[config.mk]
export PLATFORM = sky130hd
export DESIGN_NAME = cache_wpolicy_ctl
export DESIGN_NICKNAME = d
export VERILOG_FILES = /design/src/rtl/cwp_pkg.sv /design/src/rtl/cwp_mode_decode.sv /design/src/rtl/cwp_read_policy.sv /design/src/rtl/cwp_write_policy.sv /design/src/rtl/cache_wpolicy_ctl.sv
export SDC_FILE = /design/constraint.sdc
export NUM_CORES = 1
export LEC_CHECK = 0
export BUFFER_PORTS_ARGS = -buffer_cell sky130_fd_sc_hd__buf_2
export CORE_AREA = 2 2 39 41
export CTS_CLUSTER_DIAMETER = 200
export DETAILED_ROUTE_END_ITERATION = 10
export DIE_AREA = 0 0 41 43
export GPL_TIMING_DRIVEN = 0
export MAX_ROUTING_LAYER = met4
export PLACE_DENSITY = 0.58
export RECOVER_POWER = 50
export SETUP_SLACK_MARGIN = 0.02
export SLEW_MARGIN = 10
export SYNTH_ARGS = -nofsm -noshare
export SYNTH_HDL_FRONTEND = slang
export SYNTH_SLANG_ARGS = --single-unit
[constraint.sdc]
create_clock -name clk -period 0.85 [get_ports clk]
set_input_delay 0.17 -clock clk [delete_from_list [all_inputs] [get_ports clk]]
set_output_delay 0.17 -clock clk [all_outputs]
set_load 0.02 [all_outputs]
[src/rtl/cwp_pkg.sv]
package cwp_pkg;
  localparam int STATE_W = 2;

  typedef enum logic [STATE_W-1:0] {
    MESI_I = 2'b00,
    MESI_S = 2'b01,
    MESI_E = 2'b10,
    MESI_M = 2'b11
  } mesi_t;

  typedef enum logic [1:0] {
    MODE_NORMAL,
    MODE_NOFILL,
    MODE_FROZEN,
    MODE_ILLEGAL
  } mode_t;

  typedef struct packed {
    logic  fill;
    logic  ext_wr;
    logic  upd;
    mesi_t nxt;
    logic  fault;
  } verdict_t;
endpackage

[src/rtl/cwp_mode_decode.sv]
module cwp_mode_decode
  import cwp_pkg::*;
(
  input  logic  cd,
  input  logic  nw,
  output mode_t mode
);
  always_comb begin
    unique case ({cd, nw})
      2'b00:   mode = MODE_NORMAL;
      2'b01:   mode = MODE_ILLEGAL;
      2'b10:   mode = MODE_NOFILL;
      default: mode = MODE_FROZEN;
    endcase
  end
endmodule

[src/rtl/cwp_read_policy.sv]
module cwp_read_policy
  import cwp_pkg::*;
(
  input  mode_t    mode,
  input  logic     hit,
  input  logic     pcd,
  input  mesi_t    state,
  output verdict_t v
);
  always_comb begin
    v        = '0;
    v.nxt    = state;
    // only the normal mode may allocate, and only for cacheable pages
    v.fill   = (mode == MODE_NORMAL) && !hit && !pcd;
  end
endmodule

[src/rtl/cwp_write_policy.sv]
module cwp_write_policy
  import cwp_pkg::*;
(
  input  mode_t    mode,
  input  logic     hit,
  input  logic     pwt,
  input  logic     wbwt,
  input  mesi_t    state,
  output verdict_t v
);
  always_comb begin
    v     = '0;
    v.nxt = state;
    if (!hit) begin
      v.ext_wr = 1'b1;
    end else begin
      v.upd = 1'b1;
      if (mode == MODE_FROZEN) begin
        if (state == MESI_E) v.nxt = MESI_M;
      end else begin
        unique case (state)
          MESI_S: begin
            v.ext_wr = 1'b1;
            if (!pwt && wbwt) v.nxt = MESI_E;
          end
          default: begin
            if (pwt) v.ext_wr = 1'b1;
            else     v.nxt    = MESI_M;
          end
        endcase
      end
    end
  end
endmodule

[src/rtl/cache_wpolicy_ctl.sv]
module cache_wpolicy_ctl
  import cwp_pkg::*;
(
  input  logic               clk,
  input  logic               rst,
  input  logic               acc_valid,
  input  logic               cd,
  input  logic               nw,
  input  logic               pcd,
  input  logic               pwt,
  input  logic               wbwt,
  input  logic               is_write,
  input  logic               l1_hit,
  input  logic               l2_hit,
  input  logic [STATE_W-1:0] line_state,
  output logic               res_valid,
  output logic               fill_req,
  output logic               ext_write,
  output logic               cache_update,
  output logic [STATE_W-1:0] next_state,
  output logic               gp_fault
);
  mode_t    mode;
  mesi_t    cur;
  logic     hit;
  verdict_t rd_v, wr_v, pick, held;

  assign cur = mesi_t'(line_state);
  assign hit = (l1_hit || l2_hit) && (cur != MESI_I);

  cwp_mode_decode u_mode (.cd(cd), .nw(nw), .mode(mode));

  cwp_read_policy u_rd (
    .mode(mode), .hit(hit), .pcd(pcd), .state(cur), .v(rd_v)
  );

  cwp_write_policy u_wr (
    .mode(mode), .hit(hit), .pwt(pwt), .wbwt(wbwt), .state(cur), .v(wr_v)
  );

  always_comb begin
    if (mode == MODE_ILLEGAL) begin
      pick       = '0;
      pick.nxt   = cur;
      pick.fault = 1'b1;
    end else begin
      pick = is_write ? wr_v : rd_v;
    end
  end

  always_ff @(posedge clk) begin
    if (rst) begin
      res_valid <= 1'b0;
      held      <= '0;
    end else begin
      res_valid <= acc_valid;
      held      <= acc_valid ? pick : '0;
    end
  end

  assign fill_req     = held.fill;
  assign ext_write    = held.ext_wr;
  assign cache_update = held.upd;
  assign next_state   = held.nxt;
  assign gp_fault     = held.fault;


  fault_quiet_chk: assert property (@(posedge clk) disable iff (rst)
    gp_fault |-> !(fill_req || ext_write || cache_update));


  result_timing_chk: assert property (@(posedge clk) disable iff (rst)
    acc_valid |=> res_valid);


  fill_source_chk: assert property (@(posedge clk) disable iff (rst)
    acc_valid && (cd || is_write) |=> !fill_req);


  frozen_hit_no_ext_chk: assert property (@(posedge clk) disable iff (rst)
    acc_valid && cd && nw && is_write && (l1_hit || l2_hit) && (line_state != 2'b00)
      |=> !ext_write && cache_update);


  never_invalidate_chk: assert property (@(posedge clk) disable iff (rst)
    acc_valid && (line_state != 2'b00) |=> next_state != 2'b00);
endmodule

Yosys cells after proc, flatten, opt, wreduce, memory -nomap -nowiden:

Index checks and enable logic that the tools add are counted.

* bits in registers: 7
* input port bits: 13
* output and inout port bits: 7
* word-level logic and storage cells: 41

* eq/ne operators: 6
* multiplexer cells: 13
* bitwise gates (word level): 2
* reduce and logical (&&, ||, !) cells: 14

Operators with widths (count)
* $mux 2: 5
* $mux 3: 3
* $eq 2x2->1 const B: 4
* $reduce_or 4->1: 2
* $pmux 2 s3: 1
* $eq 2x1->1 const B: 2
* $logic_and 1x1->1: 4
* $logic_not 2->1: 2
* $mux 1: 4
* $logic_not 1->1: 3
* $not 1->1: 2
* $reduce_bool 2->1: 1
* $reduce_or 2->1: 1
* $logic_or 1x1->1: 1

Depth between registers and ports, before layout:

* word-level depth: 8
* mapped depth: 3

Cells and area by module:

From an unflattened synthesis, not the netlist that was laid out.

* cells, all modules: 54
* area total of the unflattened synthesis: 490.5 µm²

Modules (own cells, without submodules)
* cache_wpolicy_ctl: times used 1, cells an instance 27, area an instance 292.8 µm², sequential area each 140.1 µm²
* cwp_write_policy: times used 1, cells an instance 15, area an instance 105.1 µm², sequential area each 0.0 µm²
* cwp_read_policy: times used 1, cells an instance 7, area an instance 53.8 µm², sequential area each 0.0 µm²
* cwp_mode_decode: times used 1, cells an instance 5, area an instance 38.8 µm², sequential area each 0.0 µm²

Least setup slack after synthesis:

Ideal clock, no wire load.

* path kind: in2reg
* start: input rst
* end: register held, in the netlist next_state[0]
* library setup time: 0.092 ns
* data arrival time: 0.730 ns
* required time: 0.758 ns
* setup slack: 0.028 ns
* stages on the path: 3
* path buffers: 0
* cells stage by stage: and2b_1 nand3_1 o32ai_1

* longest elaborated chain between the ends: 1

Ends and longest elaborated chain
* start, declared: line cache_wpolicy_ctl.sv:5 `input logic rst,`
* $reduce_or 2->1 (no source line)
* end signal, assigned: line cache_wpolicy_ctl.sv:57 `held <= acc_valid ? pick : '0;`
* end, declared: line cache_wpolicy_ctl.sv:26 `verdict_t rd_v, wr_v, pick, held;`

No other way between the ends.
A chain may end at the register's enable or synchronous reset.

Worst setup path after layout:

* start: register held, in the netlist gp_fault
* end: output gp_fault

RTL lines
* end, declared: line cache_wpolicy_ctl.sv:21 `output logic gp_fault`

No word-level cell between the ends.

==> reports/summary.md <==
For the area enclosed by the die boundary, the log shows 1763 sq um. The worst setup path is captured at a primary output. The type of origin of the critical path is a register. The sequential share of the synthesized area is 0.5209, and the count of clock tree sinks is 7. For the final count of hold timing violations, the log shows 0. The portion of the clock cycle consumed by the worst path in the final layout is 0.9921, and the portion of total power attributed to the clock network is 0.378. The logs give 0.164 for the combinational fraction of design power and 0.7749 for the weighted congestion reported at the end of routability-driven placement.

Number of cells on the critical path: 1. For this run the aggregate overflow at the end of global routing stands at 0. Total power for the finished layout comes to 759.5 uW.

Cell class contributing the biggest share of worst-path delay: flip-flops. The tightest min-delay check is of the in2reg type. Port buffering added 19 buffers. For the number of buffers inserted by post-CTS setup repair, the log shows 0.

Derived from the worst setup path, the maximum achievable clock frequency is 1186 MHz. TritonCTS built the clock tree. Timing analysis after detailed placement gives a worst setup slack of -0.2095 ns. The synthesized area per cell was 10.76 sq um. In the final routed layout, each cell accounts on average for 8.656 microns.

Counting along the longest clock path gives a buffer depth of 2. After synthesis the netlist holds a flip-flop and latch count of 7. The tools report the starting density of the core as 0.1944.

The number of hold-repair buffers added at the cts stage was 0. Number of nets in the layout: 62. The detail route stage leaves a number of antenna-violating nets equal to 0. Traced cell by cell, the critical path runs through buf_6.

Initial antenna violation count: 0. The analysis attributes to net switching a power of 174.5 uW. The share of layout cells above drive strength 1 is 0.6667. The run gives 0.458 as the sequential power share. The delay of the slowest cell on the worst path was 0.31 ns; the critical path buffer and inverter count was 1. The power density of the placed cells works out to 1585 nW/um^2. The mapped netlist covers 269.0 sq um. For the cell row count, the log shows 14.

The root buffer selected by CTS was sky130_fd_sc_hd__clkbuf_4. Using the TritonRoute via totals, the vias-per-cell ratio works out to 4.203. Wire length of the first global-routing pass: 883 microns. On the critical path, the stage with the largest delay is an instance of sky130_fd_sc_hd__dfxtp_2.

IR analysis of the VDD net gives a maximum drop of 477.8 uV. Setup repair after global routing could not meet its margin everywhere. The switching part of the total power was 0.2298.

In the post-route analysis, the smallest setup slack over all paths is 0.006737 ns. The final setup violation count is 0. The logs give 0 for the total count of max-transition violations in the final report and 0 for the number of warning messages in the yosys log. After layout, the minimum clock period comes to 0.8433 ns. The maximum fanout along the worst path works out to 1. For this run, design rule violations remaining after detail routing come to 0.

The run gives 554 microns as the sum of routed wire length over all layers. The die is 41 microns wide. Cell internal power was estimated by the tool at 585.0 uW. The layout has 149 filler cells. The signed area change from the synthesized netlist to the final layout is 78.14%. Across all layers, the routed design uses 269 vias. Entering global routing, the biggest net connects 7 pins.

For the worst setup path, the data arrival time is 0.67 ns. After synthesis, the netlist uses 18 different library cells. 20 I/O pins were placed. The run gives 1384 sq um as the core area. The tool flagged a number of max-cap violations equal to 0. The logs give 0.07724 for the global routing usage summed across all routing layers and 3 for the number of buffers created by CTS. Before antenna repair, the detailed router went through 4 iterations. Initial DRC count: 3. The repair_antennas step left the layout with diodes totalling 0. The flow ran to the end, and the final reports show no timing, DRC or antenna violations.

For the pin with the worst max-slew slack, the measured transition is 0.3336 ns. Detailed placement HPWL: 457.6 microns. Synthesis produced 25 cells. In this run the vertical extent of the chip is 43 microns. The data required time of the worst path is 0.68 ns, and the number of nets produced by synthesis is 38. The kind of critical path was reg2out. The leakage power summed over all cells was 0.0002096 uW. Counting instances, the worst hold path has a depth of 2. The via count of the first global-routing pass came out at 231.

The count of H-tree levels built during CTS came out at 1. The clock slew at the register clock pins of the worst setup and hold paths is 0.05 ns. The headroom to the max-slew limit is 0.7776.
kinds of logic after synthesis:
| family | count (synthesis) | share of synthesized area |
|---|---|---|
| AO/OA/AOI/OAI | 6 | 0.2140 |
| flip-flops | 7 | 0.5209 |
| AND/OR/NAND/NOR | 11 | 0.2512 |
| buffers and inverters | 1 | 0.01394 |
power by group through the flow:
| stage | registers (uW) | clock network, uW | logic [uW] |
|---|---|---|---|
| detailed placement | 349 | 0 | 104 |
| finish | 348 | 287 | 125 |
| global placement | 349 | 0 | 104 |
| CTS | 348 | 298 | 118 |
| floorplan | 365 | 0 | 36.1 |
| global route | 348 | 326 | 136 |
synthesized netlist by cell type:
library cell	count	area (sq um)
sky130_fd_sc_hd__dfxtp_1	7	140.1
sky130_fd_sc_hd__nand2b_1	2	12.51
sky130_fd_sc_hd__a2111oi_1	1	10.01
sky130_fd_sc_hd__a2bb2oi_1	1	8.760
sky130_fd_sc_hd__and2b_1	1	7.510
sky130_fd_sc_hd__and3_1	1	6.260
sky130_fd_sc_hd__inv_1	1	3.750
sky130_fd_sc_hd__nand2_1	1	3.750
sky130_fd_sc_hd__nand3_1	1	5.000
sky130_fd_sc_hd__nor2_1	1	3.750
sky130_fd_sc_hd__nor2b_1	1	6.260
sky130_fd_sc_hd__nor3b_1	1	7.510
sky130_fd_sc_hd__nor4_1	1	6.260
sky130_fd_sc_hd__nor4b_1	1	8.760
sky130_fd_sc_hd__o21a_1	1	7.510
sky130_fd_sc_hd__o21ba_2	1	10.01
sky130_fd_sc_hd__o22ai_2	1	12.51
sky130_fd_sc_hd__o32ai_1	1	8.760
final timing paths:
| kind | from | end |
|---|---|---|
| worst max-delay path | gp_fault | gp_fault |
| worst min-delay path | rst | gp_fault |
area by class of cell:
cell class                      count  area [sq um]  area share
Inverter                            1         3.754    0.007833
Sequential cell                     7         148.9      0.3107
Timing Repair Buffer               19         136.4      0.2846
Tap cell                           16         20.02     0.04178
Clock buffer                        4         26.28     0.05483
Multi-Input combinational cell     17         143.9      0.3003
repair_timing:
action | CTS | global route
resized for setup | 21 | 3
pin swaps | 0 | 1
endpoints found under the setup margin | 7 | 9
cell usage in the layout (no fill, tap or decap):
cell type and count:
sky130_fd_sc_hd__a2111oi_2 1, sky130_fd_sc_hd__a2bb2oi_1 1, sky130_fd_sc_hd__and2b_1 1, sky130_fd_sc_hd__and3_1 1, sky130_fd_sc_hd__buf_2 10, sky130_fd_sc_hd__buf_6 7
sky130_fd_sc_hd__clkbuf_1 3, sky130_fd_sc_hd__clkbuf_4 3, sky130_fd_sc_hd__dfxtp_2 7, sky130_fd_sc_hd__inv_1 1, sky130_fd_sc_hd__nand2_1 1, sky130_fd_sc_hd__nand2b_1 2
sky130_fd_sc_hd__nand3_1 1, sky130_fd_sc_hd__nor2_1 1, sky130_fd_sc_hd__nor2b_1 1, sky130_fd_sc_hd__nor3b_1 1, sky130_fd_sc_hd__nor4_1 1, sky130_fd_sc_hd__nor4b_2 1
sky130_fd_sc_hd__o21a_1 1, sky130_fd_sc_hd__o21ba_2 1, sky130_fd_sc_hd__o22ai_2 1, sky130_fd_sc_hd__o32ai_2 1
state kept, by name, summed over array words and instances (netlist names):
name	count
gp_fault	1
cache_update	1
res_valid	1
fill_req	1
next_state	2
ext_write	1
routing by layer:
metal  vias to the layer above  share of wire  track usage
met1                       108           0.42      0.09677
met5                         -              0            -
met4                         0          0.020      0.06000
li1                        138              -            -
met2                        21           0.44      0.09375
met3                         2           0.12      0.03141
metrics by stage:
stage | cell area (sq um) | hold WS (ns) | setup TNS, ns | util | cells
floorplan | 269.0 | 0.2458 | 0 | - | 25
global placement | 384.1 | 0.3437 | -0.4448 | 0.2776 | 60
detailed placement | 384.1 | 0.3488 | -0.4715 | 0.2776 | 60
CTS | 462.9 | 0.08418 | -0.002386 | 0.3345 | 64
global route | 479.2 | 0.1265 | -0.1280 | 0.3463 | 64
finish | 479.2 | 0.09768 | 0 | 0.3463 | 64
No activity file was read; power rests on OpenSTA's default activity.
